File: src/rtl/pic_pkg.sv
package pic_pkg;
   localparam int unsigned PIC_AW = 3;

   typedef enum logic [PIC_AW-1:0] {
      CFG_MASK_PRI  = 3'd0,
      CFG_MASK_SEC  = 3'd1,
      CFG_TRIG_PRI  = 3'd2,
      CFG_TRIG_SEC  = 3'd3,
      CFG_VEC_BASE  = 3'd4,
      CFG_MODE      = 3'd5
   } cfg_addr_e;
endpackage

File: src/rtl/pic_cfg_regs.sv
module pic_cfg_regs
   import pic_pkg::*;
#(
   parameter int unsigned N     = 8,
   parameter int unsigned VEC_W = 8
) (
   input  logic             clk,
   input  logic             rst_n,
   input  logic             wr_en,
   input  logic [PIC_AW-1:0] wr_addr,
   input  logic [VEC_W-1:0] wr_data,
   output logic [N-1:0]     mask_pri,
   output logic [N-1:0]     mask_sec,
   output logic [N-1:0]     trig_pri,
   output logic [N-1:0]     trig_sec,
   output logic [VEC_W-1:0] vec_base,
   output logic             rotate
);
   if (N > VEC_W) begin : g_bad_width
      $error("pic_cfg_regs: stage width exceeds write data width");
   end

   always_ff @(posedge clk) begin
      if (!rst_n) begin
         mask_pri <= '0;
         mask_sec <= '0;
         trig_pri <= '0;
         trig_sec <= '0;
         vec_base <= '0;
         rotate   <= 1'b0;
      end else if (wr_en) begin
         case (cfg_addr_e'(wr_addr))
            CFG_MASK_PRI: mask_pri <= wr_data[N-1:0];
            CFG_MASK_SEC: mask_sec <= wr_data[N-1:0];
            CFG_TRIG_PRI: trig_pri <= wr_data[N-1:0];
            CFG_TRIG_SEC: trig_sec <= wr_data[N-1:0];
            CFG_VEC_BASE: vec_base <= wr_data;
            CFG_MODE:     rotate   <= wr_data[0];
            default: ;
         endcase
      end
   end
endmodule

File: src/rtl/pic_resolver.sv
module pic_resolver #(
   parameter int unsigned N = 8
) (
   input  logic [N-1:0]         cand,
   input  logic [N-1:0]         isr,
   input  logic [$clog2(N)-1:0] base,
   output logic [$clog2(N)-1:0] win,
   output logic                 win_valid,
   output logic                 req_out
);
   localparam int unsigned IW = $clog2(N);

   logic [IW-1:0] win_rank;
   logic [IW-1:0] isr_rank;
   logic          isr_any;

   // Scan ranks from lowest to highest so the last hit is the best one.
   always_comb begin
      win       = '0;
      win_valid = 1'b0;
      win_rank  = '0;
      isr_rank  = '0;
      isr_any   = 1'b0;
      for (int r = N - 1; r >= 0; r--) begin
         automatic logic [IW-1:0] idx = base + IW'(r);
         if (cand[idx]) begin
            win       = idx;
            win_valid = 1'b1;
            win_rank  = IW'(r);
         end
         if (isr[idx]) begin
            isr_any  = 1'b1;
            isr_rank = IW'(r);
         end
      end
      req_out = win_valid && (!isr_any || (win_rank < isr_rank));
   end
endmodule

File: src/rtl/pic_stage.sv
module pic_stage #(
   parameter int unsigned  N      = 8,
   parameter logic [N-1:0] DIRECT = '0
) (
   input  logic                 clk,
   input  logic                 rst_n,
   input  logic [N-1:0]         req_in,
   input  logic [N-1:0]         trig,
   input  logic [N-1:0]         mask,
   input  logic                 rotate,
   input  logic                 ack_en,
   input  logic                 eoi_en,
   input  logic [$clog2(N)-1:0] eoi_idx,
   output logic                 req_out,
   output logic [$clog2(N)-1:0] win,
   output logic                 win_valid,
   output logic [N-1:0]         isr_out
);
   localparam int unsigned IW = $clog2(N);

   if ((N & (N - 1)) != 0) begin : g_bad_n
      $error("pic_stage: N must be a power of two");
   end

   logic [N-1:0]  in_q, irr_q, isr_q;
   logic [N-1:0]  rise, irr_eff, cand, ack_oh, eoi_oh, irr_d;
   logic [IW-1:0] base_q;

   assign rise    = req_in & ~in_q;
   // Direct inputs (a chained stage) bypass the request register.
   assign irr_eff = (irr_q & ~DIRECT) | (req_in & DIRECT);
   assign cand    = irr_eff & ~mask;

   pic_resolver #(.N(N)) u_res (
      .cand      (cand),
      .isr       (isr_q),
      .base      (base_q),
      .win       (win),
      .win_valid (win_valid),
      .req_out   (req_out)
   );

   assign ack_oh = (ack_en && win_valid) ? (N'(1) << win) : '0;
   assign eoi_oh = eoi_en ? (N'(1) << eoi_idx) : '0;
   assign irr_d  = (trig & req_in) | (~trig & ((irr_q & ~ack_oh) | rise));

   always_ff @(posedge clk) begin
      if (!rst_n) begin
         in_q   <= '0;
         irr_q  <= '0;
         isr_q  <= '0;
         base_q <= '0;
      end else begin
         in_q  <= req_in;
         irr_q <= irr_d & ~DIRECT;
         isr_q <= (isr_q & ~eoi_oh) | ack_oh;
         if (!rotate)
            base_q <= '0;
         else if (eoi_en)
            base_q <= eoi_idx + 1'b1;
      end
   end

   assign isr_out = isr_q;

   // an accepted acknowledge puts the winner in service
   a_r3_ack_sets_isr: assert property (@(posedge clk) disable iff (!rst_n)
      (ack_en && win_valid && !(eoi_en && eoi_idx == win)) |=> isr_q[$past(win)]);

   // end-of-interrupt retires the named bit
   a_r6_eoi_clears: assert property (@(posedge clk) disable iff (!rst_n)
      (eoi_en && !(ack_en && win_valid && win == eoi_idx)) |=> !isr_q[$past(eoi_idx)]);

   // a masked input never wins arbitration
   a_r8_masked_never_wins: assert property (@(posedge clk) disable iff (!rst_n)
      win_valid |-> !mask[win]);

   for (genvar i = 0; i < N; i++) begin : g_bit
      if (!DIRECT[i]) begin : g_latched
         // an edge request is captured and held until acknowledged
         a_r2_edge_capture: assert property (@(posedge clk) disable iff (!rst_n)
            (!trig[i] && rise[i]) |=> irr_q[i]);
         a_r2_edge_hold: assert property (@(posedge clk) disable iff (!rst_n)
            (!trig[i] && irr_q[i] && !ack_oh[i]) |=> irr_q[i]);
      end
   end
endmodule

File: src/rtl/pic_cascade.sv
module pic_cascade
   import pic_pkg::*;
#(
   parameter int unsigned STAGE_IN = 8,
   parameter int unsigned CASC_IN  = 2,
   parameter int unsigned VEC_W    = 8
) (
   input  logic                  clk,
   input  logic                  rst_n,
   input  logic [2*STAGE_IN-1:0] irq_in,
   input  logic                  wr_en,
   input  logic [PIC_AW-1:0]     wr_addr,
   input  logic [VEC_W-1:0]      wr_data,
   input  logic                  inta,
   input  logic                  eoi,
   input  logic [$clog2(STAGE_IN):0] eoi_line,
   output logic                  int_out,
   output logic                  vec_valid,
   output logic [VEC_W-1:0]      vec_out
);
   localparam int unsigned IW = $clog2(STAGE_IN);
   localparam int unsigned LW = IW + 1;
   localparam logic [IW-1:0]       CASC_IDX = IW'(CASC_IN);
   localparam logic [STAGE_IN-1:0] CASC_OH  = STAGE_IN'(1) << CASC_IN;

   if (CASC_IN >= STAGE_IN) begin : g_bad_casc
      $error("pic_cascade: cascade input out of range");
   end
   if (VEC_W < LW) begin : g_bad_vec
      $error("pic_cascade: vector too narrow for line numbers");
   end

   logic [STAGE_IN-1:0] mask_pri, mask_sec, trig_pri, trig_sec;
   logic [VEC_W-1:0]    vec_base;
   logic                rotate;

   pic_cfg_regs #(.N(STAGE_IN), .VEC_W(VEC_W)) u_cfg (
      .clk      (clk),
      .rst_n    (rst_n),
      .wr_en    (wr_en),
      .wr_addr  (wr_addr),
      .wr_data  (wr_data),
      .mask_pri (mask_pri),
      .mask_sec (mask_sec),
      .trig_pri (trig_pri),
      .trig_sec (trig_sec),
      .vec_base (vec_base),
      .rotate   (rotate)
   );

   logic                s_req, s_valid, p_valid, p_ack, s_ack;
   logic [IW-1:0]       s_win, p_win;
   logic [STAGE_IN-1:0] s_isr, p_isr, p_req_in;
   logic                line_hi;
   logic [IW-1:0]       line_lo;
   logic                p_eoi_en, s_eoi_en;
   logic [IW-1:0]       p_eoi_idx;

   assign line_hi   = eoi_line[LW-1];
   assign line_lo   = eoi_line[IW-1:0];
   assign p_eoi_en  = eoi && (line_hi || (line_lo != CASC_IDX));
   assign p_eoi_idx = line_hi ? CASC_IDX : line_lo;
   assign s_eoi_en  = eoi && line_hi;

   assign p_req_in = (irq_in[STAGE_IN-1:0] & ~CASC_OH) | (CASC_OH & {STAGE_IN{s_req}});
   assign p_ack    = inta && int_out;
   assign s_ack    = p_ack && (p_win == CASC_IDX);

   pic_stage #(.N(STAGE_IN), .DIRECT('0)) u_sec (
      .clk       (clk),
      .rst_n     (rst_n),
      .req_in    (irq_in[2*STAGE_IN-1:STAGE_IN]),
      .trig      (trig_sec),
      .mask      (mask_sec),
      .rotate    (rotate),
      .ack_en    (s_ack),
      .eoi_en    (s_eoi_en),
      .eoi_idx   (line_lo),
      .req_out   (s_req),
      .win       (s_win),
      .win_valid (s_valid),
      .isr_out   (s_isr)
   );

   pic_stage #(.N(STAGE_IN), .DIRECT(CASC_OH)) u_pri (
      .clk       (clk),
      .rst_n     (rst_n),
      .req_in    (p_req_in),
      .trig      (trig_pri),
      .mask      (mask_pri),
      .rotate    (rotate),
      .ack_en    (p_ack),
      .eoi_en    (p_eoi_en),
      .eoi_idx   (p_eoi_idx),
      .req_out   (int_out),
      .win       (p_win),
      .win_valid (p_valid),
      .isr_out   (p_isr)
   );

   logic [LW-1:0] ack_line;
   assign ack_line = s_ack ? {1'b1, s_win} : {1'b0, p_win};

   always_ff @(posedge clk) begin
      if (!rst_n) begin
         vec_valid <= 1'b0;
         vec_out   <= '0;
      end else begin
         vec_valid <= p_ack;
         if (p_ack)
            vec_out <= vec_base + VEC_W'(ack_line);
      end
   end

   // secondary in-service state always pairs with primary input 2
   a_r7_cascade_pair: assert property (@(posedge clk) disable iff (!rst_n)
      (|s_isr) == p_isr[CASC_IN]);

   // a secondary acknowledge only happens with a secondary winner
   a_r7_sec_ack_has_winner: assert property (@(posedge clk) disable iff (!rst_n)
      s_ack |-> (s_valid && p_valid));
endmodule

File: config.mk
export PLATFORM = sky130hd
export DESIGN_NAME = pic_cascade
export DESIGN_NICKNAME = d
export VERILOG_FILES = /design/src/rtl/pic_pkg.sv /design/src/rtl/pic_cfg_regs.sv /design/src/rtl/pic_resolver.sv /design/src/rtl/pic_stage.sv /design/src/rtl/pic_cascade.sv
export SDC_FILE = /design/constraint.sdc
export NUM_CORES = 1
export LEC_CHECK = 0
export BUFFER_PORTS_ARGS = -buffer_cell sky130_fd_sc_hd__buf_2
export CAP_MARGIN = 20
export CELL_PAD_IN_SITES_DETAIL_PLACEMENT = 1
export CELL_PAD_IN_SITES_GLOBAL_PLACEMENT = 1
export CORE_UTILIZATION = 37
export DETAILED_ROUTE_END_ITERATION = 10
export GPL_TIMING_DRIVEN = 0
export PLACE_DENSITY = 0.69
export SYNTH_ARGS = -nofsm -noshare
export SYNTH_HDL_FRONTEND = slang
export SYNTH_SLANG_ARGS = --single-unit
File: constraint.sdc
create_clock -name clk -period 9.3 [get_ports clk]
set_clock_uncertainty 0.05 [all_clocks]
set_input_delay 0.93 -clock clk [delete_from_list [all_inputs] [get_ports clk]]
set_output_delay 0.93 -clock clk [all_outputs]
set_load 0.02 [all_outputs]
==> results of run 1 <==
## per-layer routing
layer  vias up  track usage, %  wire length [um]
li1       3418               -                 -
met1      3391            31.6             11300
met2       133            40.0             11400
met3        26            2.02               635
met4         0            6.93               385
met5         -               0                 0
## metrics by stage
step,setup slack [ns],std cells
after detailed placement,0.0568,1213
after floorplan,1.74,904
after CTS,0.0226,1227
after global routing,0.0773,1232
after global placement,0.148,1213
final,0.716,1232
## registers in the layout, summed over array words and instances (netlist names)
name            count
u_cfg.mask_pri      8
u_cfg.mask_sec      8
u_cfg.rotate        1
u_cfg.trig_pri      7
u_cfg.trig_sec      8
u_cfg.vec_base      8
u_pri.base_q        3
u_pri.in_q          7
u_pri.irr_q         7
u_pri.isr_out       8
u_sec.base_q        3
u_sec.in_q          8
u_sec.irr_eff       8
u_sec.isr_out       8
vec_out             8
vec_valid           1
## how the worst min path moves through the flow
stage / cells past startpoint / slack (ns) / endpoint / from
after global placement: 2 / 0.39 / u_pri.irr_q[0]$_SDFF_PN0_ / u_pri.irr_q[0]$_SDFF_PN0_
after CTS: 2 / 0.41 / u_pri.irr_q[0]$_SDFF_PN0_ / u_pri.irr_q[0]$_SDFF_PN0_
after floorplan: 2 / 0.38 / u_pri.irr_q[0]$_SDFF_PN0_ / u_pri.irr_q[0]$_SDFF_PN0_
after global routing: 2 / 0.41 / u_pri.irr_q[0]$_SDFF_PN0_ / u_pri.irr_q[0]$_SDFF_PN0_
after detailed placement: 2 / 0.40 / u_pri.irr_q[0]$_SDFF_PN0_ / u_pri.irr_q[0]$_SDFF_PN0_
final: 2 / 0.40 / u_pri.irr_q[0]$_SDFF_PN0_ / u_pri.irr_q[0]$_SDFF_PN0_
## power by group
group          switching, mW  total (mW)  internal (mW)
sequential            0.0252       0.485          0.460
clock                  0.167       0.373          0.207
combinational          0.304       0.499          0.195
## final cells by class
type,count,area (um^2),share of cell area [%]
clock inverters,5,61.3,0.727
well taps,265,332,3.93
flip-flops and latches,101,2020,24.0
plain buffers,42,193,2.28
repair buffers,49,258,3.05
multi-input cells,718,5190,61.5
clock buffers,9,225,2.67
inverters,43,161,1.91
## kinds of logic after synthesis
logic type,after synthesis
fa+ha+maj,25
buf+inv,85
simple gates,342
mux,89
xor+xnor,14
compound gates,248
flops,101
## synthesized netlist by cell type, types with 24 or more instances
master      n
mux2i_1    44
and2_1     33
nand2_1   108
nor2_1     90
ha_1       24
mux4_2     35
o21ai_0    40
inv_1      40
dfxtp_1   101
a21oi_1    69
clkbuf_1   26
## cell usage in the layout (no fill, tap or decap), drive strengths merged, types with 10 or more instances in the layout
cell      n
o21ai    48
and2     33
dfxtp   101
inv      44
nor3b    10
nand3    20
a211oi   12
nor3     14
mux2     10
nor2     90
mux2i    44
mux4     35
buf      64
nand2b   18
clkbuf   36
o31ai    14
a21oi    69
o21a     15
nand2   109
ha       24
nor2b    18
a21boi   15
## repair_timing
action / CTS / global route
gates resized for setup: 0 / 8
buffers inserted: 0 / 5
setup endpoints to repair: 0 / 6
hold buffers: 0 / 0
## critical path, delay by kind of cell, from the launching register on
kind / cells / cell delay (ns)
AO/OA/AOI/OAI: 11 / 2.55
XOR/XNOR: 1 / 0.15
adder cells (fa/ha/maj): 5 / 1.64
buffers and inverters: 6 / 1.43
flip-flops: 1 / 0.33
multiplexers: 1 / 0.59
AND/OR/NAND/NOR: 11 / 1.73
==> impl_metrics.py, run 1 <==
metrics = {
    "power": {
        "p_leak_nw": 3.15,
        "total_power_mw": 1.36,
        "vdd_ir_drop_max_uv": 106,
        "power.density_nw_per_um2": 161,
    },
    "setup_path": {
        "startpoint": "u_sec.base_q[1]$_SDFFE_PN0P_",
        "critPathMaxStageDelay_ns": 0.59,
        "criticalPathCategory": "flop to flop",
        "start_kind": "flop",
        "crit_required_ns": 9.47,
        "critPathSlowestCell": "mux4_2",
        "r2r-start": "u_sec.base_q[1]$_SDFFE_PN0P_",
        "reg2reg_slack_ns": 0.72,
        "reg2reg_depth": 35,
        "crit_path_end": "vec_out[6]$_SDFFE_PN0N_",
        "crit_arrival_ns": 8.76,
        "r2r_end": "vec_out[6]$_SDFFE_PN0N_",
        "cp-end-kind": "flop",
        "worstPathMaxFanout": 10,
    },
    "global_routing": {
        "grt_pass1_vias": 6886,
        "grt_usage_pct": 23.6,
        "grt-ovfl-total": 0,
        "antenna_found_initial": 0,
        "grt_pass1_wl_um": 37900,
        "grt_max_degree": 17,
    },
    "synth": {
        "synth_fp_nets": 965,
        "synth_top_family_by_area": "compound AO/OA/AOI/OAI gates",
        "yosysWarningCount": 0,
        "synth_area_leaders": "dfxtp_1, mux4_2, mux2i_1",
        "synthAdderAreaFrac_pct": 4.25,
        "synthDistinctLibCells": 78,
        "post_synth.cell_area_avg_um2": 8.33,
        "netlist_area_um2": 7530,
        "synth-xor-area-share_pct": 1.63,
        "syn_inst": 904,
        "synth-async-reset-ratio_pct": 0,
        "synth-compound-area-share_pct": 22.5,
        "yosysTopAreaCell": "dfxtp_1",
        "synth_top_flop_cell": "dfxtp_1",
        "synth-seq-cells": 101,
        "yosys.area_share.simple_pct": 22.2,
        "synth-edff-count": 0,
        "synth.top_cell.area_share_pct": 26.9,
        "ys_seq_area_share_pct": 26.9,
        "synthMuxAreaShare_pct": 17.8,
    },
    "timing": {
        "fmax_mhz": 116,
        "whs_ns": 0.403,
        "tns_ns": 0,
        "period_share_pct": 92.3,
        "rsz0062_at_grt": "no",
        "hold_viol": 0,
        "relSlewSlack_pct": 30.4,
        "period_needed_ns": 8.58,
        "slew_viol_final": 0,
        "setup_viol": 0,
        "tightest_slew_ns": 1.03,
    },
    "job": {
        "max_cap_viol_count": 0,
    },
    "clock_network": {
        "tritoncts": "yes",
        "htreeDepth": 3,
        "numCtsBuffers": 9,
        "worstSkewPairLatency_ns": 0.34,
        "cts.sink_count": 101,
        "clkSlewWorstSetupHoldPaths_ns": 0.07,
        "clock_path_buffers": 2,
        "clock-root-buffer": "clkbuf_16",
    },
    "placed_design": {
        "dpl.hpwl_um": 18500,
        "dpl_cell_area_um2": 8080,
        "gp_congestion": 0.850,
        "port_buffers": 44,
    },
    "cells_and_area": {
        "nets": 1025,
        "design_area_um2": 8440,
        "fillers": 2357,
        "drive_above_1_share_pct": 15.6,
        "post-route-util_pct": 42.8,
        "diodes": 0,
        "syn_to_final_growth_pct": 12.1,
    },
    "floorplanning": {
        "start_util_pct": 38.2,
        "dieArea_um2": 20900,
        "die_h_um": 145,
        "core_area_um2": 19700,
        "num_rows": 51,
        "fp.dieW_um": 145,
        "io-pin-count": 46,
    },
    "route": {
        "initialDrtViolationCount": 380,
        "dr.pass1.iters": 6,
        "avgRoutedWirePerCell_um": 19.2,
        "via_count": 6968,
        "ant_nets": 0,
        "totalWireLength_um": 23700,
        "post-route-drc-count": 0,
        "routed_via_density": 5.66,
    },
    "worst_hold_path": {
        "hold_class": "flop to flop",
    },
    "status": {
        "status": "complete, no violations",
    },
}
No activity file was read; power rests on OpenSTA's default activity.
==> inputs of run 2 (changes only) <==
==> constraint.sdc (replaced) <==
create_clock -name clk -period 10.5 [get_ports clk]
set_clock_uncertainty 0.05 [all_clocks]
set_input_delay 1.05 -clock clk [delete_from_list [all_inputs] [get_ports clk]]
set_output_delay 1.05 -clock clk [all_outputs]
set_load 0.02 [all_outputs]
==> impl_metrics.py, run 2 (synthesis results as in run 1) <==
metrics = {
    "placed_design": {
        "gp_congestion": 0.850,
        "port_buffers": 44,
        "place_ws_ns": 1.26,
        "dpl.hpwl_um": 18500,
    },
    "global_routing": {
        "grt-ovfl-total": 0,
        "grt_pass1_wl_um": 37900,
        "grt_usage_pct": 23.6,
        "antenna_found_initial": 0,
        "grt_max_degree": 17,
        "grt_pass1_vias": 6886,
    },
    "cells_and_area": {
        "drive_above_1_share_pct": 14.8,
        "layout_common_cells": "nand2_1, dfxtp_1, nor2_1",
        "nets": 1020,
        "final_common_cell": "nand2_1",
        "fillers": 2360,
        "syn_to_final_growth_pct": 11.2,
        "post-route-util_pct": 42.4,
    },
    "clock_network": {
        "clock_path_buffers": 2,
        "numCtsBuffers": 9,
        "cts.sink_count": 101,
        "worstSkewPairLatency_ns": 0.34,
        "hold_buffers": 0,
        "clock-root-buffer": "clkbuf_16",
        "tritoncts": "yes",
        "clkSlewWorstSetupHoldPaths_ns": 0.07,
        "htreeDepth": 3,
        "cts_setup_buffers": 0,
        "post_cts_resized": 0,
    },
    "worst_hold_path": {
        "hold-path-endpoint": "u_pri.irr_q[0]$_SDFF_PN0_",
        "min_from": "u_pri.irr_q[0]$_SDFF_PN0_",
        "min_path_cells": 2,
        "hold_class": "flop to flop",
    },
    "power": {
        "total_power_mw": 1.18,
        "seq_power_share_pct": 36.3,
        "pwr-share-clk_pct": 27.9,
        "power.density_nw_per_um2": 141,
        "p_int_mw": 0.753,
        "combPwrFrac_pct": 35.8,
        "power.switching_mw": 0.431,
        "p_leak_nw": 3.12,
        "vdd_ir_drop_max_uv": 93.6,
        "swShare_pct": 36.4,
    },
    "setup_path": {
        "reg2reg_slack_ns": 1.32,
        "worstPathMaxFanout": 10,
        "crit_arrival_ns": 9.35,
        "crit_required_ns": 10.67,
        "critPathSlowestCell": "a2111oi_0",
        "start_kind": "flop",
        "cp-end-kind": "flop",
        "critPathMaxStageDelay_ns": 0.63,
        "criticalPathCategory": "flop to flop",
        "reg2reg_depth": 38,
        "r2r_end": "vec_out[7]$_SDFFE_PN0N_",
        "r2r-start": "u_sec.base_q[1]$_SDFFE_PN0P_",
        "path_common_cell": "ha_1",
    },
    "timing": {
        "slew_viol_final": 0,
        "period_needed_ns": 9.18,
        "relSlewSlack_pct": 35.9,
        "fmax_mhz": 109,
        "whs_ns": 0.403,
        "fin_ws_ns": 1.32,
        "setup_viol": 0,
        "tightest_slew_ns": 0.951,
        "rsz0062_at_grt": "no",
        "tns_ns": 0,
        "hold_viol": 0,
        "period_share_pct": 87.4,
    },
    "floorplanning": {
        "core_area_um2": 19700,
        "start_util_pct": 38.2,
        "dieArea_um2": 20900,
        "fp.dieW_um": 145,
        "die_h_um": 145,
        "num_rows": 51,
        "io-pin-count": 46,
    },
    "status": {
        "status": "complete, no violations",
    },
    "route": {
        "avgRoutedWirePerCell_um": 19.1,
        "ant_nets": 0,
        "dr.pass1.iters": 5,
        "via_count": 6985,
        "routed_via_density": 5.69,
        "post-route-drc-count": 0,
        "initialDrtViolationCount": 357,
        "totalWireLength_um": 23500,
    },
    "job": {
        "max_cap_viol_count": 0,
    },
}
-- run 2: power by group through the flow --
| stage | combinational (mW) | clock [mW] | sequential [mW] |
|---|---|---|---|
| CTS | 0.422 | 0.338 | 0.429 |
| detailed placement | 0.419 | 0 | 0.438 |
| finish | 0.424 | 0.331 | 0.429 |
| global route | 0.467 | 0.355 | 0.433 |
| global placement | 0.413 | 0 | 0.436 |
| floorplan | 0.301 | 0 | 0.435 |
-- run 2: per-layer routing --
layer | wire [um] | vias up | track usage (%)
li1 | - | 3404 | -
met1 | 11000 | 3419 | 31.6
met2 | 11300 | 135 | 40.0
met3 | 748 | 27 | 2.02
met4 | 403 | 0 | 6.93
met5 | 0 | - | 0
-- run 2: stage by stage --
| stage | instances | area (um^2) |
|---|---|---|
| after global routing | 1227 | 8370 |
| after detailed placement | 1213 | 8080 |
| after floorplan | 904 | 7530 |
| after CTS | 1227 | 8370 |
| after global placement | 1213 | 8080 |
| final | 1228 | 8370 |
-- run 2: worst max path at each step --
stage / slack, ns / end / cells after the start / from
finish: 1.32 / vec_out[7]$_SDFFE_PN0N_ / 38 / u_sec.base_q[1]$_SDFFE_PN0P_
global route: 0.40 / vec_out[7]$_SDFFE_PN0N_ / 38 / u_sec.base_q[1]$_SDFFE_PN0P_
CTS: 1.22 / vec_out[7]$_SDFFE_PN0N_ / 38 / u_sec.base_q[1]$_SDFFE_PN0P_
detailed placement: 1.26 / vec_out[7]$_SDFFE_PN0N_ / 38 / u_sec.base_q[1]$_SDFFE_PN0P_
global placement: 1.35 / vec_out[7]$_SDFFE_PN0N_ / 37 / u_sec.base_q[1]$_SDFFE_PN0P_
floorplan: 2.94 / vec_out[6]$_SDFFE_PN0N_ / 35 / u_sec.base_q[1]$_SDFFE_PN0P_
-- run 2: critical path, delay by kind of cell, from the launching register on --
kind	cells	cell delay (ns)
compound gates	15	3.82
simple gates	13	2.27
fa+ha+maj	4	1.33
buf+inv	5	1.13
flops	1	0.33
xor+xnor	1	0.16
-- run 2: final cells by class --
| type | instances | area, um^2 | share of cell area, % |
|---|---|---|---|
| antenna | 1 | 2.50 | 0.0299 |
| buffer | 42 | 190 | 2.27 |
| clock buffer | 9 | 225 | 2.69 |
| clock inverter | 5 | 61.3 | 0.733 |
| inverter | 43 | 161 | 1.93 |
| multi-input combinational | 718 | 5150 | 61.6 |
| sequential | 101 | 2020 | 24.2 |
| tap | 265 | 332 | 3.96 |
| timing repair buffer | 44 | 220 | 2.63 |
==> inputs of run 3 (changes only) <==
==> constraint.sdc (replaced) <==
create_clock -name clk -period 9.5 [get_ports clk]
set_clock_uncertainty 0.05 [all_clocks]
set_input_delay 0.95 -clock clk [delete_from_list [all_inputs] [get_ports clk]]
set_output_delay 0.95 -clock clk [all_outputs]
set_load 0.02 [all_outputs]
==> impl_metrics.py, run 3 (synthesis results as in run 1) <==
metrics = {
    "status": {
        "status": "complete, no violations",
    },
    "setup_path": {
        "critPathSlowestCell": "mux4_2",
        "reg2reg_slack_ns": 0.73,
        "crit_required_ns": 9.67,
        "r2r_end": "vec_out[6]$_SDFFE_PN0N_",
        "start_kind": "flop",
        "crit_arrival_ns": 8.95,
        "reg2reg_depth": 35,
        "cp-end-kind": "flop",
        "r2r-start": "u_sec.base_q[1]$_SDFFE_PN0P_",
        "critPathMaxStageDelay_ns": 0.59,
        "criticalPathCategory": "flop to flop",
        "worstPathMaxFanout": 10,
    },
    "cells_and_area": {
        "diodes": 0,
        "layout_common_cells": "nand2_1, dfxtp_1, nor2_1",
        "drive_above_1_share_pct": 15.4,
        "syn_to_final_growth_pct": 11.8,
        "nets": 1025,
        "final_common_cell": "nand2_1",
    },
    "power": {
        "total_power_mw": 1.32,
        "vdd_ir_drop_max_uv": 104,
        "power.density_nw_per_um2": 157,
        "p_leak_nw": 3.15,
    },
    "route": {
        "initialDrtViolationCount": 303,
        "avgRoutedWirePerCell_um": 19.2,
        "post-route-drc-count": 0,
        "routed_via_density": 5.66,
        "ant_nets": 0,
        "dr.pass1.iters": 4,
        "via_count": 6973,
        "totalWireLength_um": 23600,
    },
    "global_routing": {
        "grt_pass1_wl_um": 37900,
        "grt-ovfl-total": 0,
        "grt_pass1_vias": 6886,
        "grt_usage_pct": 23.6,
        "antenna_found_initial": 0,
        "grt_max_degree": 17,
    },
    "floorplanning": {
        "dieArea_um2": 20900,
        "start_util_pct": 38.2,
        "core_area_um2": 19700,
        "io-pin-count": 46,
        "num_rows": 51,
        "fp.dieW_um": 145,
        "die_h_um": 145,
    },
    "timing": {
        "period_share_pct": 92.3,
        "slew_viol_final": 0,
        "setup_viol": 0,
        "tns_ns": 0,
        "period_needed_ns": 8.77,
        "tightest_slew_ns": 0.946,
        "fmax_mhz": 114,
        "rsz0062_at_grt": "no",
        "hold_viol": 0,
        "relSlewSlack_pct": 36.2,
    },
    "clock_network": {
        "clkSlewWorstSetupHoldPaths_ns": 0.07,
        "clock-root-buffer": "clkbuf_16",
        "hold_buffers": 0,
        "numCtsBuffers": 9,
        "cts.sink_count": 101,
        "worstSkewPairLatency_ns": 0.34,
        "htreeDepth": 3,
        "tritoncts": "yes",
        "clock_path_buffers": 2,
    },
    "worst_hold_path": {
        "min_path_cells": 2,
        "hold_class": "flop to flop",
        "min_from": "u_pri.irr_q[0]$_SDFF_PN0_",
        "hold-path-endpoint": "u_pri.irr_q[0]$_SDFF_PN0_",
    },
    "placed_design": {
        "port_buffers": 44,
        "dpl.hpwl_um": 18500,
        "gp_congestion": 0.850,
    },
    "job": {
        "max_cap_viol_count": 0,
    },
}
run 3: cell count changes in the layout (fill, tap and decap cells not counted):
cell,before,now
a221oi_1,2,1
a2111oi_0,5,4
a2111oi_1,0,1
diode_2,1,0
nor3_2,0,1
nor3_1,14,13
buf_4,0,5
a221oi_2,1,2
run 3: repair_timing:
action	4_1_cts	5_1_grt
buffers inserted	0	5
endpoints found under the setup margin	0	6
gates resized for setup	0	3
run 3: worst max-delay path: cells and delay by family, from the launching register on:
kind	cells	cell delay [ns]
fa+ha+maj	5	1.66
flops	1	0.33
compound gates	11	2.60
simple gates	11	1.79
xor+xnor	1	0.17
mux	1	0.59
buf+inv	6	1.48
run 3: how the worst max path moves through the flow:
| stage | from | endpoint | cells after the start |
|---|---|---|---|
| 2_1_floorplan | u_sec.base_q[1]$_SDFFE_PN0P_ | vec_out[6]$_SDFFE_PN0N_ | 35 |
| 3_3_place_gp | u_sec.base_q[1]$_SDFFE_PN0P_ | vec_out[7]$_SDFFE_PN0N_ | 37 |
| 3_5_place_dp | u_sec.base_q[1]$_SDFFE_PN0P_ | vec_out[7]$_SDFFE_PN0N_ | 38 |
| 4_1_cts | u_sec.base_q[1]$_SDFFE_PN0P_ | vec_out[7]$_SDFFE_PN0N_ | 38 |
| 5_1_grt | u_sec.base_q[1]$_SDFFE_PN0P_ | vec_out[7]$_SDFFE_PN0N_ | 40 |
| 6_report | u_sec.base_q[1]$_SDFFE_PN0P_ | vec_out[6]$_SDFFE_PN0N_ | 35 |
run 3: metal layers:
layer | GRT usage, % | part of all wire, % | up-vias
met5 | 0 | 0 | -
met4 | 6.93 | 1.6 | 0
met3 | 2.02 | 2.9 | 26
met2 | 40.0 | 48 | 135
met1 | 31.6 | 47 | 3400
li1 | - | - | 3412
run 3: metrics by stage:
stage          hold slack, ns  cells  setup slack, ns  instance area [um^2]  utilization (%)
2_1_floorplan           0.381    904             1.94                  7530                -
3_3_place_gp            0.392   1213            0.348                  8080             41.0
3_5_place_dp            0.397   1213            0.257                  8080             41.0
4_1_cts                 0.406   1227            0.223                  8370             42.4
5_1_grt                 0.413   1232          0.00380                  8420             42.7
6_report                0.403   1232            0.727                  8420             42.7
run 3: area by class of cell:
class / instances / area (um^2)
Buffer: 42 / 190
Timing Repair Buffer: 49 / 258
Sequential cell: 101 / 2020
Clock buffer: 9 / 225
Multi-Input combinational cell: 718 / 5170
Tap cell: 265 / 332
Fill cell: 2362 / 11300
Clock inverter: 5 / 61.3
Inverter: 43 / 161
run 3: where the power goes:
group          switching, mW  internal, mW  leakage, nW
combinational          0.293         0.189         2.19
sequential            0.0246         0.450        0.825
clock                  0.163         0.202        0.130
